[config.mk]
export PLATFORM = sky130hd
export DESIGN_NAME = cmdg_top
export DESIGN_NICKNAME = d
export VERILOG_FILES = /design/src/rtl/cmdg_pkg.sv /design/src/rtl/cmdg_decode.sv /design/src/rtl/cmdg_locks.sv /design/src/rtl/cmdg_top.sv
export SDC_FILE = /design/constraint.sdc
export NUM_CORES = 1
export LEC_CHECK = 0
export ABC_AREA = 1
export ABC_CLOCK_PERIOD_IN_PS = 1300
export BUFFER_PORTS_ARGS = -buffer_cell sky130_fd_sc_hd__buf_4
export CORE_MARGIN = 5
export CORE_UTILIZATION = 48
export CTS_CLUSTER_SIZE = 16
export DETAILED_ROUTE_END_ITERATION = 7
export PLACE_DENSITY = 0.81
export RECOVER_POWER = 25
export SLEW_MARGIN = 15
export SYNTH_ARGS = -nofsm -noshare
export SYNTH_HDL_FRONTEND = slang
export SYNTH_SLANG_ARGS = --single-unit
[constraint.sdc]
create_clock -name clk -period 1.3 [get_ports clk]
set_clock_uncertainty 0.2 [all_clocks]
set_input_delay 0.26 -clock clk [delete_from_list [all_inputs] [get_ports clk]]
set_output_delay 0.26 -clock clk [all_outputs]
set_load 0.005 [all_outputs]
[src/rtl/cmdg_pkg.sv]
package cmdg_pkg;
    localparam int BYTE_W = 8;
    localparam int REG_N  = 8;
    localparam int IDX_W  = $clog2(REG_N);

    localparam logic [BYTE_W-1:0] KEY_ON   = 8'h55;
    localparam logic [BYTE_W-1:0] KEY_OFF  = 8'hAA;
    localparam logic [BYTE_W-1:0] KEY_RST  = 8'h5A;
    localparam logic [BYTE_W-1:0] KEY_WAKE = 8'h8E;
    localparam logic [BYTE_W-1:0] MASK_FC  = 8'h0F;

    localparam logic [IDX_W-1:0] RI_CFG_A = 3'd0;
    localparam logic [IDX_W-1:0] RI_CFG_B = 3'd1;
    localparam logic [IDX_W-1:0] RI_PWR   = 3'd2;
    localparam logic [IDX_W-1:0] RI_CLK   = 3'd3;
    localparam logic [IDX_W-1:0] RI_TST_A = 3'd4;
    localparam logic [IDX_W-1:0] RI_TST_B = 3'd5;
    localparam logic [IDX_W-1:0] RI_FCNT  = 3'd6;
    localparam logic [IDX_W-1:0] RI_ID    = 3'd7;

    localparam int SB_CTRL = 0;
    localparam int SB_TST  = 1;
    localparam int SB_CFG  = 2;
    localparam int SB_AS   = 3;
    localparam int SB_REJ  = 4;
    localparam int SB_ERR  = 5;

    typedef enum logic [2:0] {K_NONE, K_READ, K_WRITE, K_KEYED, K_STATUS} kind_e;
    typedef enum logic [1:0] {G_OPEN, G_CTRL, G_CFG} grp_e;
    typedef enum logic [3:0] {
        A_NONE, A_CTRL_SET, A_CTRL_CLR, A_TST_SET, A_TST_CLR, A_CFG_SET,
        A_CFG_CLR, A_WAKE, A_RST, A_AS_CLR, A_AS_SET
    } act_e;

    typedef struct packed {
        kind_e             kind;
        grp_e              grp;
        act_e              act;
        logic [IDX_W-1:0]  idx;
        logic [BYTE_W-1:0] key;
        logic [BYTE_W-1:0] mask;
    } dec_t;
endpackage

[src/rtl/cmdg_decode.sv]
module cmdg_decode
    import cmdg_pkg::*;
(
    input  logic [BYTE_W-1:0] cmd,
    output dec_t              dec
);
    always_comb begin
        dec.kind = K_NONE;
        dec.grp  = G_OPEN;
        dec.act  = A_NONE;
        dec.idx  = '0;
        dec.key  = '0;
        dec.mask = '1;
        case (cmd)
            8'hC1: begin dec.kind = K_KEYED; dec.act = A_CTRL_SET; dec.key = KEY_ON;   end
            8'hC2: begin dec.kind = K_KEYED; dec.act = A_CTRL_CLR; dec.key = KEY_OFF;  end
            8'hF1: begin dec.kind = K_KEYED; dec.act = A_TST_SET;  dec.key = KEY_ON;   end
            8'hF2: begin dec.kind = K_KEYED; dec.act = A_TST_CLR;  dec.key = KEY_OFF;  end
            8'hC4: begin dec.kind = K_KEYED; dec.act = A_CFG_SET;  dec.key = KEY_ON;   end
            8'hC7: begin dec.kind = K_KEYED; dec.act = A_CFG_CLR;  dec.key = KEY_OFF;  end
            8'hDE: begin dec.kind = K_KEYED; dec.act = A_WAKE;     dec.key = KEY_WAKE; end
            8'hF8: begin dec.kind = K_KEYED; dec.act = A_RST;      dec.key = KEY_RST;  end
            8'hF4: begin dec.kind = K_KEYED; dec.act = A_AS_CLR;   dec.key = KEY_ON;   end
            8'hF7: begin dec.kind = K_KEYED; dec.act = A_AS_SET;   dec.key = KEY_OFF;  end
            8'hFB: begin dec.kind = K_WRITE; dec.grp = G_CFG;  dec.idx = RI_CFG_A; end
            8'hFD: begin dec.kind = K_WRITE; dec.grp = G_CFG;  dec.idx = RI_CFG_B; end
            8'hD8: begin dec.kind = K_WRITE; dec.grp = G_CTRL; dec.idx = RI_PWR;   end
            8'hDD: begin dec.kind = K_WRITE; dec.grp = G_CTRL; dec.idx = RI_CLK;   end
            8'hAB: begin dec.kind = K_WRITE; dec.idx = RI_TST_A; end
            8'hAD: begin dec.kind = K_WRITE; dec.idx = RI_TST_B; end
            8'hA4: begin dec.kind = K_WRITE; dec.grp = G_CFG; dec.idx = RI_FCNT; dec.mask = MASK_FC; end
            8'h0B: begin dec.kind = K_READ; dec.idx = RI_CFG_A; end
            8'h0D: begin dec.kind = K_READ; dec.idx = RI_CFG_B; end
            8'h28: begin dec.kind = K_READ; dec.idx = RI_PWR;   end
            8'h2D: begin dec.kind = K_READ; dec.idx = RI_CLK;   end
            8'h5B: begin dec.kind = K_READ; dec.idx = RI_TST_A; end
            8'h5D: begin dec.kind = K_READ; dec.idx = RI_TST_B; end
            8'h52: begin dec.kind = K_READ; dec.idx = RI_FCNT;  end
            8'h02: begin dec.kind = K_READ; dec.idx = RI_ID;    end
            8'h58: dec.kind = K_STATUS;
            default: ;
        endcase
    end
endmodule

[src/rtl/cmdg_locks.sv]
module cmdg_locks
    import cmdg_pkg::*;
(
    input  logic              clk,
    input  logic              rst_n,
    input  logic              clr,
    input  logic              fire,
    input  act_e              act,
    input  logic              key_bad,
    input  logic              wr_blocked,
    output logic [BYTE_W-1:0] status,
    output logic              ctrl_lock,
    output logic              cfg_lock,
    output logic              as_dis
);
    typedef struct packed {
        logic ctrl;
        logic tst;
        logic cfg;
        logic as;
        logic rej;
        logic err;
    } lk_t;

    lk_t lk_d, lk_q;

    always_comb begin
        lk_d = lk_q;
        if (clr) begin
            lk_d = '0;
        end else begin
            if (fire) begin
                case (act)
                    A_CTRL_SET: lk_d.ctrl = 1'b1;
                    A_CTRL_CLR: lk_d.ctrl = 1'b0;
                    A_TST_SET:  lk_d.tst  = 1'b1;
                    A_TST_CLR:  lk_d.tst  = 1'b0;
                    A_CFG_SET:  lk_d.cfg  = 1'b1;
                    A_CFG_CLR:  lk_d.cfg  = 1'b0;
                    A_AS_SET:   lk_d.as   = 1'b1;
                    A_AS_CLR:   lk_d.as   = 1'b0;
                    default: ;
                endcase
            end
            if (key_bad)    lk_d.err = 1'b1;
            if (wr_blocked) lk_d.rej = 1'b1;
        end
    end

    always_ff @(posedge clk or negedge rst_n) begin
        if (!rst_n) lk_q <= '0;
        else        lk_q <= lk_d;
    end

    always_comb begin
        status         = '0;
        status[SB_CTRL] = lk_q.ctrl;
        status[SB_TST]  = lk_q.tst;
        status[SB_CFG]  = lk_q.cfg;
        status[SB_AS]   = lk_q.as;
        status[SB_REJ]  = lk_q.rej;
        status[SB_ERR]  = lk_q.err;
    end

    assign ctrl_lock = lk_q.ctrl;
    assign cfg_lock  = lk_q.cfg;
    assign as_dis    = lk_q.as;

    // a device reset leaves every flag at zero
    a_r1_clear_empties: assert property (@(posedge clk) disable iff (!rst_n)
        clr |=> (status == '0));
    // the control lock only rises on its keyed set command
    a_r2_ctrl_rise_keyed: assert property (@(posedge clk) disable iff (!rst_n)
        $rose(ctrl_lock) |-> $past(fire && act == A_CTRL_SET));
    // the command-error flag stays set until a device reset
    a_r11_err_sticky: assert property (@(posedge clk) disable iff (!rst_n)
        (status[SB_ERR] && !clr) |=> status[SB_ERR]);
endmodule

[src/rtl/cmdg_top.sv]
module cmdg_top
    import cmdg_pkg::*;
(
    input  logic                         clk,
    input  logic                         rst_n,
    input  logic                         in_reset,
    input  logic                         in_diag,
    input  logic                         frm_valid,
    input  logic [BYTE_W-1:0]            frm_cmd,
    input  logic [BYTE_W-1:0]            frm_data,
    input  logic [REG_N-1:0][BYTE_W-1:0] rf_val,
    output logic                         reg_we,
    output logic [IDX_W-1:0]             reg_idx,
    output logic [BYTE_W-1:0]            reg_wdata,
    output logic [BYTE_W-1:0]            reg_wmask,
    output logic [BYTE_W-1:0]            rd_data,
    output logic                         rst_req,
    output logic                         wake_clr,
    output logic                         auto_start_dis
);
    typedef struct packed {
        logic              we;
        logic [IDX_W-1:0]  idx;
        logic [BYTE_W-1:0] wdata;
        logic [BYTE_W-1:0] wmask;
        logic [BYTE_W-1:0] rd;
        logic              rst;
        logic              wake;
    } out_t;

    dec_t              dec;
    logic              live, keyed, fire, key_bad, is_wr, allow, blocked;
    logic              ctrl_lock, cfg_lock;
    logic [BYTE_W-1:0] status;
    out_t              o_d, o_q;

    cmdg_decode u_dec (.cmd(frm_cmd), .dec(dec));

    always_comb begin
        live    = frm_valid && !in_reset;
        keyed   = live && (dec.kind == K_KEYED);
        fire    = keyed && (frm_data == dec.key);
        key_bad = keyed && (frm_data != dec.key);
        is_wr   = live && (dec.kind == K_WRITE);
        case (dec.grp)
            G_CTRL:  allow = !ctrl_lock;
            G_CFG:   allow = !cfg_lock && in_diag;
            default: allow = 1'b1;
        endcase
        blocked = is_wr && !allow;
    end

    cmdg_locks u_locks (
        .clk        (clk),
        .rst_n      (rst_n),
        .clr        (in_reset),
        .fire       (fire),
        .act        (dec.act),
        .key_bad    (key_bad),
        .wr_blocked (blocked),
        .status     (status),
        .ctrl_lock  (ctrl_lock),
        .cfg_lock   (cfg_lock),
        .as_dis     (auto_start_dis)
    );

    always_comb begin
        o_d    = '0;
        o_d.rd = in_reset ? '0 : o_q.rd;
        if (live) begin
            case (dec.kind)
                K_READ:   o_d.rd = rf_val[dec.idx];
                K_STATUS: o_d.rd = status;
                default:  o_d.rd = '0;
            endcase
            if (is_wr && allow) begin
                o_d.we    = 1'b1;
                o_d.idx   = dec.idx;
                o_d.wdata = frm_data;
                o_d.wmask = dec.mask;
            end
            o_d.rst  = fire && (dec.act == A_RST);
            o_d.wake = fire && (dec.act == A_WAKE);
        end
    end

    always_ff @(posedge clk or negedge rst_n) begin
        if (!rst_n) o_q <= '0;
        else        o_q <= o_d;
    end

    assign reg_we    = o_q.we;
    assign reg_idx   = o_q.idx;
    assign reg_wdata = o_q.wdata;
    assign reg_wmask = o_q.wmask;
    assign rd_data   = o_q.rd;
    assign rst_req   = o_q.rst;
    assign wake_clr  = o_q.wake;

    // configuration-guarded writes only leave in the diagnostic state with the lock clear
    a_r4_cfg_gate: assert property (@(posedge clk) disable iff (!rst_n)
        (reg_we && (reg_idx == RI_CFG_A || reg_idx == RI_CFG_B || reg_idx == RI_FCNT))
        |-> ($past(in_diag) && !$past(cfg_lock)));
    // control writes never leave while the control lock is set
    a_r5_ctrl_gate: assert property (@(posedge clk) disable iff (!rst_n)
        (reg_we && (reg_idx == RI_PWR || reg_idx == RI_CLK)) |-> !$past(ctrl_lock));
    // the fail-count write touches only the low nibble
    a_r7_fc_mask: assert property (@(posedge clk) disable iff (!rst_n)
        (reg_we && reg_idx == RI_FCNT) |-> (reg_wmask == MASK_FC));
    // one frame yields at most one of write, reset request and wake clear
    a_r9_one_effect: assert property (@(posedge clk) disable iff (!rst_n)
        $onehot0({reg_we, rst_req, wake_clr}));
    // every strobe follows a frame accepted on the previous edge
    a_r13_from_frame: assert property (@(posedge clk) disable iff (!rst_n)
        (reg_we || rst_req || wake_clr) |-> ($past(frm_valid) && !$past(in_reset)));
endmodule

==> results of run 1 <==
==> through the flow <==
| stage | util, % | instances | area (um2) |
|---|---|---|---|
| after detailed placement | 75.3 | 644 | 4100 |
| after global placement | 75.3 | 644 | 4100 |
| after floorplan | - | 422 | 2860 |
| after CTS | 90.9 | 686 | 4940 |
==> timing repair <==
action	4_1_cts
buffers inserted	26
hold buffers	1
pin swaps	50
hold endpoints to repair	29
endpoints found under the setup margin	30
resized for setup	80
cloned	7
==> synthesized netlist by cell type <==
library cell / number / share of area, %
nand2_1: 116 / 16
nand3_1: 67 / 13
inv_1: 59 / 8.3
nor2_1: 31 / 4.4
dfrtp_1: 29 / 27
nand3b_1: 19 / 5.4
buf_4: 12 / 3.4
nor2_2: 11 / 2.6
inv_2: 10 / 1.4
o21ai_0: 10 / 1.9
a21oi_1: 9 / 1.7
nand2_2: 7 / 1.7
o21ai_1: 6 / 1.1
buf_2: 4 / 0.75
buf_6: 4 / 1.7
nand4_1: 4 / 0.94
nor2_4: 4 / 1.7
o211ai_1: 4 / 1.1
ha_1: 2 / 0.94
nand2_4: 2 / 0.85
nand3_2: 2 / 0.75
nor3_1: 2 / 0.38
a211oi_1: 1 / 0.28
a211oi_2: 1 / 0.47
a22o_1: 1 / 0.33
a31oi_1: 1 / 0.24
o2111ai_1: 1 / 0.33
o21bai_1: 1 / 0.28
o31ai_1: 1 / 0.28
or2_4: 1 / 0.33
==> cell families after synthesis <==
group           Yosys count  share of synthesized area (%)
flops                    29                           27.4
simple gates            266                           48.0
compound gates           36                           8.07
buf+inv                  89                           15.6
fa+ha+maj                 2                          0.943
==> metrics, run 1 <==
port buffer count=115; Last stage=5_1_grt; GPL Wtd Cong=0.850; count of different cell masters after synthesis=30; worst ep type=sequential cell input; dpl ws=-0.802 ns; worst endpoint after global-route timing repair=rd_data[2]$_DFFE_PN0P_/D; row cnt=27; io pins=116; register area share after synthesis=27.4%; total CTS buffers=5; status=did not finish; Initial Util=48.8%; Syn Inst Count=422; Root Driver=clkbuf_8; Syn Nets=509; tool error=[ERROR DPL-0038] Utilization greater than 100%, impossible to legalize; synthesized cell area=2650 um2; Yosys reg bits=29; largest net degree at the start of global routing=30; syn avg cell area=6.29 um2; clk sinks=29; die width=84.3 um; Detail Placement HPWL=6920 um; Max Root-Sink Buffers=2; Ys Warns=0; CTS H-Tree Depth=2; Die Y=84.3 um
==> inputs of run 2 (changes only) <==
--- a/config.mk
+++ b/config.mk
@@ -9,10 +9,9 @@
 export ABC_CLOCK_PERIOD_IN_PS = 1300
 export BUFFER_PORTS_ARGS = -buffer_cell sky130_fd_sc_hd__buf_4
 export CORE_MARGIN = 5
-export CORE_UTILIZATION = 48
-export CTS_CLUSTER_SIZE = 16
+export CORE_UTILIZATION = 35
 export DETAILED_ROUTE_END_ITERATION = 7
-export PLACE_DENSITY = 0.81
+export PLACE_DENSITY_LB_ADDON = 0.15
 export RECOVER_POWER = 25
 export SLEW_MARGIN = 15
 export SYNTH_ARGS = -nofsm -noshare
==> run 2 against run 1 <==
The flow now finishes, with violations (negative setup slack); synthesized area unchanged; synthesized cell count unchanged.
==> metrics, run 2 <==
fin. max-slew vios=0; peak supply drop=434 uV; status=complete, but fails checks; largest net degree at the start of global routing=30; Post-synth top cells=nand2_1 (116), nand3_1 (67), inv_1 (59); P per Cell Area=523 nW/um2; post-synth top area cell=dfrtp_1; Worst setup EP type=flop; layout cells sized above 1=59.5%; Critical Path Sink=u_locks.cfg_lock; Crit Reg-Reg Startpoint=u_locks.cfg_lock; row cnt=31; ys flop type=dfrtp_1; Post-synth EDFFs=0; WL/cell=14.3 um; WP data required=1.26 ns; crit path DAT=1.80 ns; WHS=0.0317 ns; actual slew at the worst max-slew pin=0.403 ns; die area=9420 um2; Hold WC Path Type=in -> reg; register area=727 um2; Worst Setup SP=frm_cmd[1]; RSZ-0062 raised after global routing=true; Die Y=97.1 um; max frequency=544 MHz; CTS tree=done; die width=97.1 um; clock-pin slew of the registers on the worst-case setup and hold paths=0.06 ns; Area after DPL=4130 um2; Max Root-Sink Buffers=2; CTS H-Tree Depth=2; final instance area=5180 um2; post-placement cell count=671; reg-to-reg endpoint=reg_idx[0]; footprint of the multi-input gates=2130 um2; FFs w/ async S/R, synth=100%; DRC violations left=0; global-route wire length before repair=15,100 um; count of different cell masters after synthesis=30; vias in the first global route=3,337; Detail Placement HPWL=6900 um; Layout fillers=587; Syn Nets=509; post-layout util=70.7%; vias per cell=4.88; GPL Wtd Cong=0.815; fin crit share=141%; Setup crit start kind=primary input; Final Hold Vio Count=0; fin nets=696; Syn Inst Count=422; crit-path max FO=8; minimum clock period=1.84 ns; Final setup viols=34; Reg2Reg Setup Slack=-0.02 ns; Area contributors post-synth=dfrtp_1 (27%), nand2_1 (16%), nand3_1 (13%); clk sinks=29; total CTS buffers=5; synthesized cell area=2650 um2; register area share after synthesis=27.4%; Layout area overhead=95.4%; Finished Layout Cells=709; ANT nets after route=0; area of the core=7330 um2; aggregate routed wire length=10,100 um; dpl ws=-0.810 ns; Clk Latency, worst-skew pair=0.28 ns; port buffer count=115; io pins=116; most common cell in the netlist=nand2_1; top cell type's share of synthesized area=27.4%; Ys Warns=0; max_cap viols=0; initial antenna violation count=0; total global-route track usage=18.8%; First-pass DRT Iterations=4; commonest cells after routing, fill and taps aside=buf_4 (157), nand2_1 (71), inv_1 (51); gr ovfl total=0; P_leak=2.78 nW; Root Driver=clkbuf_8; crit path kind=in -> reg; failing checks=negative setup slack; syn avg cell area=6.29 um2; Reg2Reg Depth=5; Max-slew headroom=73.1%; most common cell after layout, fill and taps aside=buf_4; Initial Util=36.2%; worst setup margin=-0.538 ns; antenna cells=0; Yosys reg bits=29; vias post-DR=3,458; 1st-iter DRT viols=145
-- run 2: cell counts after synthesis --
Identical to the previous run, type by type.
-- run 2: layout make-up --
type                    instances  share of cell area (%)
clock buffers                   7                    1.67
inverters                      69                    6.08
flip-flops and latches         29                    14.0
repair buffers                200                    34.2
multi-input cells             304                    41.0
well taps                      99                    2.39
clock inverters                 1                   0.579
-- run 2: power by group --
group	internal (mW)	leakage (nW)	switching, mW
Combinational	0.432	2.32	0.388
Clock	0.624	0.0585	0.342
Sequential	0.914	0.400	0.00885
Total	1.97	2.78	0.739
-- run 2: logic make-up (layout without fill, tap and decap cells) --
family	Yosys count	count (layout)	share of synthesized area [%]
and+or+nand+nor	266	266	48.0
AOI/OAI and AO/OA	36	36	8.07
buffers and inverters	89	277	15.6
DFF	29	29	27.4
adders and majority gates	2	2	0.943
-- run 2: critical path, stage by stage --
cell	delay, ns
buf_12	0.12
inv_16	0.05
nand4_1	0.18
nand2_2	0.16
nand2_4	0.10
nand2_2	0.07
nand2_2	0.05
nor2_2	0.08
nand2_1	0.07
nor2_2	0.15
nand3_2	0.13
nand2_4	0.14
nand2_2	0.08
nand2_2	0.07
nand2_1	0.07
-- run 2: repair_timing --
action	in CTS	in global routing
hold buffers	1	0
endpoints found under the hold margin	29	0
pin swaps	30	41
buffers inserted	17	9
gates resized for setup	82	89
cloned	1	3
setup endpoints to repair	34	36
-- run 2: how the worst min path moves through the flow --
stage | start | to | slack [ns] | cells after the start
floorplan | rst_n | rd_data[0] | -0.24 | 0
finish | frm_data[6] | reg_wdata[6] | 0.03 | 3
global placement | rst_n | reg_idx[1] | 0.001 | 1
global route | frm_data[6] | reg_wdata[6] | 0.03 | 3
CTS | frm_data[6] | reg_wdata[6] | 0.02 | 3
detailed placement | rst_n | rd_data[7] | 0.004 | 1
-- run 2: layer usage --
layer	wire length [um]	vias up	global-route usage [%]
met5	0	-	0
met4	233	0	5.29
met3	591	20	3.45
met2	5200	120	33.3
met1	4080	1607	23.0
li1	-	1711	-
-- run 2: per-stage QoR --
| step | power (mW) | setup TNS (ns) |
|---|---|---|
| global placement | 1.58 | -21.19 |
| finish | 2.71 | -12.27 |
| CTS | 2.61 | -11.11 |
| detailed placement | 1.58 | -22.34 |
| floorplan | 1.21 | -12.19 |
| global route | 2.83 | -15.49 |
(Power assumes the default switching activity.)
